## config.mk

```make
export PLATFORM = sky130hd
export DESIGN_NAME = ir_rl_xcvr
export DESIGN_NICKNAME = d
export VERILOG_FILES = /design/src/rtl/ir_rl_pkg.sv /design/src/rtl/ir_rl_fifo.sv /design/src/rtl/ir_rl_rx.sv /design/src/rtl/ir_rl_tx.sv /design/src/rtl/ir_rl_xcvr.sv
export SDC_FILE = /design/constraint.sdc
export NUM_CORES = 1
export LEC_CHECK = 0
export ABC_CLOCK_PERIOD_IN_PS = 4900
export BUFFER_PORTS_ARGS = -buffer_cell sky130_fd_sc_hd__buf_2
export CORE_MARGIN = 3
export CORE_UTILIZATION = 30
export CTS_CLUSTER_DIAMETER = 100
export DETAILED_ROUTE_END_ITERATION = 10
export SLEW_MARGIN = 20
export SYNTH_ARGS = -nofsm -noshare
export SYNTH_HDL_FRONTEND = slang
export SYNTH_SLANG_ARGS = --single-unit
```

## constraint.sdc

```tcl
create_clock -name clk -period 4.9 [get_ports clk]
set_clock_uncertainty 0.1 [all_clocks]
set_input_delay 0.98 -clock clk [delete_from_list [all_inputs] [get_ports clk]]
set_output_delay 0.98 -clock clk [all_outputs]
set_load 0.02 [all_outputs]
```

## src/rtl/ir_rl_pkg.sv

```systemverilog
package ir_rl_pkg;
  localparam logic [2:0] A_DATA  = 3'd0;
  localparam logic [2:0] A_IEN   = 3'd1;
  localparam logic [2:0] A_IDENT = 3'd2;
  localparam logic [2:0] A_LSTAT = 3'd3;
  localparam logic [2:0] A_AUX   = 3'd4;

  localparam int B_IRQ_RX      = 0;
  localparam int B_IRQ_TXLOW   = 1;
  localparam int B_IRQ_ERR     = 2;
  localparam int B_IRQ_TXEMPTY = 5;

  localparam int B_LS_AVAIL = 0;
  localparam int B_LS_OVR   = 1;

  localparam int B_AUX_EOT  = 2;
  localparam int B_AUX_IDLE = 5;
  localparam int B_AUX_UNDR = 6;

  localparam int RUN_W  = 7;
  localparam int CODE_W = RUN_W + 1;
endpackage

```

## src/rtl/ir_rl_fifo.sv

```systemverilog
module ir_rl_fifo #(
  parameter int W     = 8,
  parameter int DEPTH = 16,
  localparam int AW   = $clog2(DEPTH),
  localparam int CW   = $clog2(DEPTH + 1)
) (
  input  logic          clk,
  input  logic          rst_n,
  input  logic          push,
  input  logic [W-1:0]  din,
  input  logic          pop,
  output logic [W-1:0]  dout,
  output logic          full,
  output logic          empty,
  output logic [CW-1:0] count
);
  logic [W-1:0]  mem [DEPTH];
  logic [AW-1:0] wp, rp;
  logic          do_push, do_pop;

  assign full    = (count == CW'(DEPTH));
  assign empty   = (count == '0);
  assign do_push = push && !full;
  assign do_pop  = pop && !empty;
  assign dout    = mem[rp];

  function automatic logic [AW-1:0] nxt(input logic [AW-1:0] p);
    return (p == AW'(DEPTH - 1)) ? '0 : p + 1'b1;
  endfunction

  always_ff @(posedge clk or negedge rst_n) begin
    if (!rst_n) begin
      wp    <= '0;
      rp    <= '0;
      count <= '0;
    end else begin
      if (do_push) wp <= nxt(wp);
      if (do_pop)  rp <= nxt(rp);
      if (do_push && !do_pop)      count <= count + 1'b1;
      else if (do_pop && !do_push) count <= count - 1'b1;
    end
  end

  always_ff @(posedge clk) begin
    if (do_push) mem[wp] <= din;
  end
endmodule

```

## src/rtl/ir_rl_rx.sv

```systemverilog
module ir_rl_rx
  import ir_rl_pkg::*;
(
  input  logic              clk,
  input  logic              rst_n,
  input  logic              tick,
  input  logic              sample,
  input  logic              force_idle,
  output logic              idle,
  output logic              emit,
  output logic [CODE_W-1:0] code
);
  logic             lvl;
  logic [RUN_W-1:0] cnt;

  always_ff @(posedge clk or negedge rst_n) begin
    if (!rst_n) begin
      idle <= 1'b1;
      lvl  <= 1'b0;
      cnt  <= '0;
      emit <= 1'b0;
      code <= '0;
    end else begin
      emit <= 1'b0;
      if (force_idle) begin
        idle <= 1'b1;
      end else if (tick) begin
        if (idle) begin
          if (sample) begin
            idle <= 1'b0;
            lvl  <= 1'b1;
            cnt  <= '0;
          end
        end else if (sample != lvl) begin
          emit <= 1'b1;
          code <= {~lvl, cnt};
          lvl  <= sample;
          cnt  <= '0;
        end else if (cnt == '1) begin
          emit <= 1'b1;
          code <= {~lvl, cnt};
          cnt  <= '0;
        end else begin
          cnt <= cnt + 1'b1;
        end
      end
    end
  end
endmodule

```

## src/rtl/ir_rl_tx.sv

```systemverilog
module ir_rl_tx
  import ir_rl_pkg::*;
(
  input  logic              clk,
  input  logic              rst_n,
  input  logic              tick,
  input  logic              avail,
  input  logic [CODE_W-1:0] head,
  input  logic              eot_armed,
  output logic              pop,
  output logic              busy,
  output logic              line,
  output logic              eot_done,
  output logic              underrun
);
  logic [RUN_W-1:0] cnt;

  always_ff @(posedge clk or negedge rst_n) begin
    if (!rst_n) begin
      busy     <= 1'b0;
      line     <= 1'b0;
      cnt      <= '0;
      pop      <= 1'b0;
      eot_done <= 1'b0;
      underrun <= 1'b0;
    end else begin
      pop      <= 1'b0;
      eot_done <= 1'b0;
      underrun <= 1'b0;
      if (tick) begin
        if (busy && cnt != '0) begin
          cnt <= cnt - 1'b1;
        end else if (avail) begin
          pop  <= 1'b1;
          busy <= 1'b1;
          line <= ~head[CODE_W-1];
          cnt  <= head[RUN_W-1:0];
        end else if (busy) begin
          busy <= 1'b0;
          line <= 1'b0;
          if (eot_armed) eot_done <= 1'b1;
          else           underrun <= 1'b1;
        end
      end
    end
  end
endmodule

```

## src/rtl/ir_rl_xcvr.sv

```systemverilog
module ir_rl_xcvr
  import ir_rl_pkg::*;
#(
  parameter int DEPTH        = 16,
  parameter int DIV_W        = 16,
  parameter int RX_IRQ_LEVEL = 8,
  parameter int TX_LOW_LEVEL = 3
) (
  input  logic             clk,
  input  logic             rst_n,
  input  logic [2:0]       addr,
  input  logic             wr,
  input  logic             rd,
  input  logic [7:0]       wdata,
  output logic [7:0]       rdata,
  input  logic [DIV_W-1:0] divisor,
  input  logic             ir_rx,
  output logic             ir_tx,
  output logic             irq
);
  localparam int CW = $clog2(DEPTH + 1);
  localparam int PW = DIV_W + 4;

  // sample-unit prescaler
  logic [PW-1:0] pcnt, plim;
  logic          tick;
  assign plim = (divisor == '0) ? PW'(15) : {divisor, 4'b0000} - 1'b1;
  assign tick = (pcnt >= plim);
  always_ff @(posedge clk or negedge rst_n) begin
    if (!rst_n)    pcnt <= '0;
    else if (tick) pcnt <= '0;
    else           pcnt <= pcnt + 1'b1;
  end

  // input synchronizer
  logic [1:0] rx_sync;
  always_ff @(posedge clk or negedge rst_n) begin
    if (!rst_n) rx_sync <= '0;
    else        rx_sync <= {rx_sync[0], ir_rx};
  end

  logic              wr_data, wr_aux, rd_data, rd_stat;
  assign wr_data = wr && addr == A_DATA;
  assign wr_aux  = wr && addr == A_AUX;
  assign rd_data = rd && addr == A_DATA;
  assign rd_stat = rd && addr == A_LSTAT;

  // receive path
  logic              rx_idle, rx_emit;
  logic [CODE_W-1:0] rx_code, rx_head;
  logic              rx_full, rx_empty;
  logic [CW-1:0]     rx_count;

  ir_rl_rx u_rx (
    .clk(clk), .rst_n(rst_n), .tick(tick), .sample(rx_sync[1]),
    .force_idle(wr_aux && wdata[B_AUX_IDLE]),
    .idle(rx_idle), .emit(rx_emit), .code(rx_code)
  );

  ir_rl_fifo #(.W(CODE_W), .DEPTH(DEPTH)) u_rxq (
    .clk(clk), .rst_n(rst_n), .push(rx_emit), .din(rx_code),
    .pop(rd_data), .dout(rx_head), .full(rx_full), .empty(rx_empty),
    .count(rx_count)
  );

  // transmit path
  logic              tx_pop, tx_busy, tx_eot_done, tx_undr;
  logic [CODE_W-1:0] tx_head;
  logic              tx_full, tx_empty;
  logic [CW-1:0]     tx_count;
  logic              eot_q, underrun_q, overrun_q;
  logic [7:0]        ien;

  ir_rl_fifo #(.W(CODE_W), .DEPTH(DEPTH)) u_txq (
    .clk(clk), .rst_n(rst_n), .push(wr_data), .din(wdata),
    .pop(tx_pop), .dout(tx_head), .full(tx_full), .empty(tx_empty),
    .count(tx_count)
  );

  ir_rl_tx u_tx (
    .clk(clk), .rst_n(rst_n), .tick(tick), .avail(!tx_empty),
    .head(tx_head), .eot_armed(eot_q), .pop(tx_pop), .busy(tx_busy),
    .line(ir_tx), .eot_done(tx_eot_done), .underrun(tx_undr)
  );

  // flags and interrupt identification
  logic [7:0] src, ident;
  always_comb begin
    src                = '0;
    src[B_IRQ_RX]      = (rx_count >= CW'(RX_IRQ_LEVEL));
    src[B_IRQ_TXLOW]   = (tx_count <= CW'(TX_LOW_LEVEL));
    src[B_IRQ_ERR]     = overrun_q || underrun_q;
    src[B_IRQ_TXEMPTY] = tx_empty && !tx_busy;
  end
  assign ident = src & ien;
  assign irq   = |ident;

  logic [7:0] ien_mask;
  assign ien_mask = 8'(1 << B_IRQ_RX) | 8'(1 << B_IRQ_TXLOW) |
                    8'(1 << B_IRQ_ERR) | 8'(1 << B_IRQ_TXEMPTY);

  always_ff @(posedge clk or negedge rst_n) begin
    if (!rst_n) begin
      ien        <= '0;
      eot_q      <= 1'b0;
      underrun_q <= 1'b0;
      overrun_q  <= 1'b0;
    end else begin
      if (wr && addr == A_IEN) ien <= wdata & ien_mask;

      if (wr_aux && wdata[B_AUX_EOT]) eot_q <= 1'b1;
      else if (tx_eot_done)           eot_q <= 1'b0;

      if (tx_undr)                          underrun_q <= 1'b1;
      else if (wr_aux && wdata[B_AUX_UNDR]) underrun_q <= 1'b0;

      if (rx_emit && rx_full) overrun_q <= 1'b1;
      else if (rd_stat)       overrun_q <= 1'b0;
    end
  end

  // registered read port
  logic [7:0] lstat, aux;
  always_comb begin
    lstat             = '0;
    lstat[B_LS_AVAIL] = !rx_empty;
    lstat[B_LS_OVR]   = overrun_q;
    aux               = '0;
    aux[B_AUX_EOT]    = eot_q;
    aux[B_AUX_IDLE]   = rx_idle;
    aux[B_AUX_UNDR]   = underrun_q;
  end

  always_ff @(posedge clk or negedge rst_n) begin
    if (!rst_n) begin
      rdata <= '0;
    end else if (rd) begin
      case (addr)
        A_DATA:  rdata <= rx_empty ? 8'h00 : rx_head;
        A_IEN:   rdata <= ien;
        A_IDENT: rdata <= ident;
        A_LSTAT: rdata <= lstat;
        A_AUX:   rdata <= aux;
        default: rdata <= 8'h00;
      endcase
    end
  end
endmodule

```

==> flow_summary.toml <==
[clocking]
cts_hold_buf = 0
clock-sinks = 349
clk_pin_slew_ps = 60
root_buffer = "clkbuf_16"
cts_buffer_depth = 3
cts_resized = 0
cts_tree = "done"
clk_latency_ps = 520
cts_inserted_buffers = 35
cts-htree-levels = 2
post_cts_buffers = 0

[sta]
worstMarginPinSlew_ps = 1110
rsz0062_at_grt = "false"
fin_crit_ps = 4310
maxSlewViolCount = 0
hold_viol_final = 0
post-route-period-util_pct = 87.9
setup_viol = 0
setup-tns-final_ps = 0
relSlewSlack_pct = 26.0
max_freq_mhz = 232

[synth]
syn-num-nets = 1044
synth_most_common_cell = "edfxtp_1"
syn_area_um2 = 15300
synth_edf_count = 256
synth.distinct_cells = 61
ys_warn_count = 0
synth_area_per_cell_um2 = 15.7
synth_common_cells = "256 x edfxtp_1, 92 x dfrtp_1, 76 x mux4_2, 65 x nor2_1, 60 x nand2_1"
yosysTopAreaCellShare_pct = 50.3
synth_area_leaders = "edfxtp_1 50%, dfrtp_1 15%, mux4_2 11%, ha_1 3.3%, nor2_1 1.6%"
synth_top_cell_by_area = "edfxtp_1"
synth_flop_cell = "edfxtp_1"
ys_ff_latch = 349
synthArstFlopShare_pct = 26.6
yosysSeqAreaShare_pct = 65.6
synthCells = 970

[power]
ir_worst_vdd_mv = 0.189
p_leak_nw = 6.17
powerDensity_nw_per_um2 = 400

[routing]
avgViaCountPerCell = 4.91
ant_nets = 0
drcViolationCount = 0
dr.pass1.iters = 5
vias = 8458
drt_wl_total_um = 32000
detail_route.iter0.violations = 703
wl_per_cell_um = 18.6

[placement]
gp_congestion = 0.835
dp_hpwl_um = 21200
io_buffers = 41

[global_route]
grt_first_pass_wirelength_um = 50700
grt_start_max_net_pins = 71
grt_use_total_pct = 12.1
grt_pass1_vias = 8723
antenna_found_initial = 2
overflow = 0

[critical_path]
crit_path_frequent_cell = "nor4_1"
cp_max_fo = 9
crit_slowest_cell = "o41ai_4"
crit_path_cell_trace = "buf_2 > or4_1 > nor4_1 > nand4_1 > nand2_1 > ha_1 > o21ai_0 > o22ai_1 > nor4_1 > o41ai_4 > and3_1 > mux2_2"
critical-path-max-stage-delay_ps = 660
arrival_ps = 4600
worst-setup-path-type = "in -> reg"
path_buf_inv = 1
end_kind = "flop"
cp_top_family = "simple AND/OR/NAND/NOR gates"
required_ps = 5190
startpoint_type = "input port"

[cells_and_area]
fin_util_pct = 34.6
fillers = 4799
diodes = 0
syn_to_final_growth_pct = 13.9
ff_latch_area_um2 = 10000
multi_input_area_um2 = 5010
drive_gt1_share_pct = 21.2
fin_nets = 1099

[floorplan]
die_w_um = 232
row_count = 82
io_pins = 42
start_util_pct = 30.4
coreArea_um2 = 50300
dieArea_um2 = 53700
dieHeight_um = 232

[worst_hold_path]
hp-class = "reg -> reg"

[status]
status = "finished clean"

[job]
drv_cap = 0
per-layer routing:
layer | up-vias | share of wire (%) | global-route usage (%)
met5 | - | 0.084 | 0
met4 | 4 | 2.3 | 3.93
met3 | 45 | 5.3 | 2.00
met2 | 209 | 47 | 19.6
met1 | 4333 | 45 | 16.5
li1 | 3867 | - | -
through the flow:
stage	total power, mW	cell area, µm²	setup WS [ps]	hold slack (ps)	cells
floorplan	4.20	15300	694	231	970
global placement	4.47	16300	102	235	1660
detailed placement	4.49	16300	2.84	250	1660
CTS	7.04	17400	527	258	1724
global route	7.28	17400	240	270	1724
finish	6.95	17400	591	252	1724
registers in the layout, indices dropped and copies added, names as in the netlist, 7 cells and up:
register / cells
pcnt: 20
rdata: 8
u_rx.cnt: 7
u_rx.code: 8
u_rxq.mem: 128
u_tx.cnt: 7
u_txq.mem: 128
power breakdown:
group / switching [mW] / internal [mW]
combinational: 0.451 / 0.456
sequential: 0.230 / 3.28
clock: 1.09 / 1.44
layout by cell type (no fill, tap or decap), types with 5 or more instances in the layout:
| cell type | synthesis | routed |
|---|---|---|
| nor3b_1 | 6 | 6 |
| a21oi_1 | 25 | 25 |
| clkbuf_16 | 0 | 36 |
| dfrtp_1 | 92 | 90 |
| clkinv_2 | 0 | 8 |
| inv_1 | 24 | 24 |
| ha_1 | 40 | 40 |
| nand4_1 | 11 | 11 |
| mux4_2 | 76 | 76 |
| nor2b_1 | 5 | 5 |
| xor2_1 | 26 | 26 |
| nand2b_1 | 7 | 7 |
| a221o_1 | 5 | 5 |
| nor4_1 | 8 | 8 |
| edfxtp_1 | 256 | 256 |
| nand3_1 | 31 | 31 |
| and4_1 | 6 | 6 |
| buf_2 | 18 | 40 |
| o21ai_0 | 31 | 31 |
| and3_1 | 9 | 9 |
| nor3_1 | 15 | 11 |
| a21o_1 | 8 | 8 |
| xnor2_1 | 19 | 19 |
| clkinv_1 | 0 | 7 |
| buf_4 | 1 | 19 |
| nand2_1 | 60 | 60 |
| and2_1 | 23 | 23 |
| a211oi_1 | 5 | 5 |
| mux2i_1 | 7 | 7 |
| nor2_1 | 65 | 63 |
| mux2_2 | 17 | 17 |
area by class of cell:
type | instances | area share, %
Tap cell | 672 | 4.83
Multi-Input combinational cell | 556 | 28.8
Clock inverter | 22 | 0.870
Clock buffer | 42 | 5.42
Timing Repair Buffer | 59 | 1.97
Sequential cell | 349 | 57.6
Inverter | 24 | 0.518
cells by family after synthesis:
logic type | share of synthesized area (%)
flops | 65.6
simple gates | 8.39
compound gates | 4.96
mux | 13.1
buf+inv | 1.87
xor+xnor | 2.58
fa+ha+maj | 3.54
final timing paths:
path | start | to | slack (ps) | depth (start not counted)
max in group asynchronous | rst_n | u_rxq.rp[0]$_DFFE_PN0P_ | 3230 | 2
worst min register to register | rx_sync[0]$_DFF_PN0_ | rx_sync[1]$_DFF_PN0_ | 250 | 0
worst max register to register | u_txq.count[0]$_DFFE_PN0P_ | u_txq.count[4]$_DFFE_PN0P_ | 1450 | 11
worst min-delay path | rx_sync[0]$_DFF_PN0_ | rx_sync[1]$_DFF_PN0_ | 250 | 0
worst max-delay path | divisor[11] | u_rx.code[6]$_DFFE_PN0P_ | 590 | 12
min in group asynchronous | rst_n | rdata[7]$_DFFE_PN0P_ | 490 | 1
Note: power is estimated with default switching activity, not from simulation.
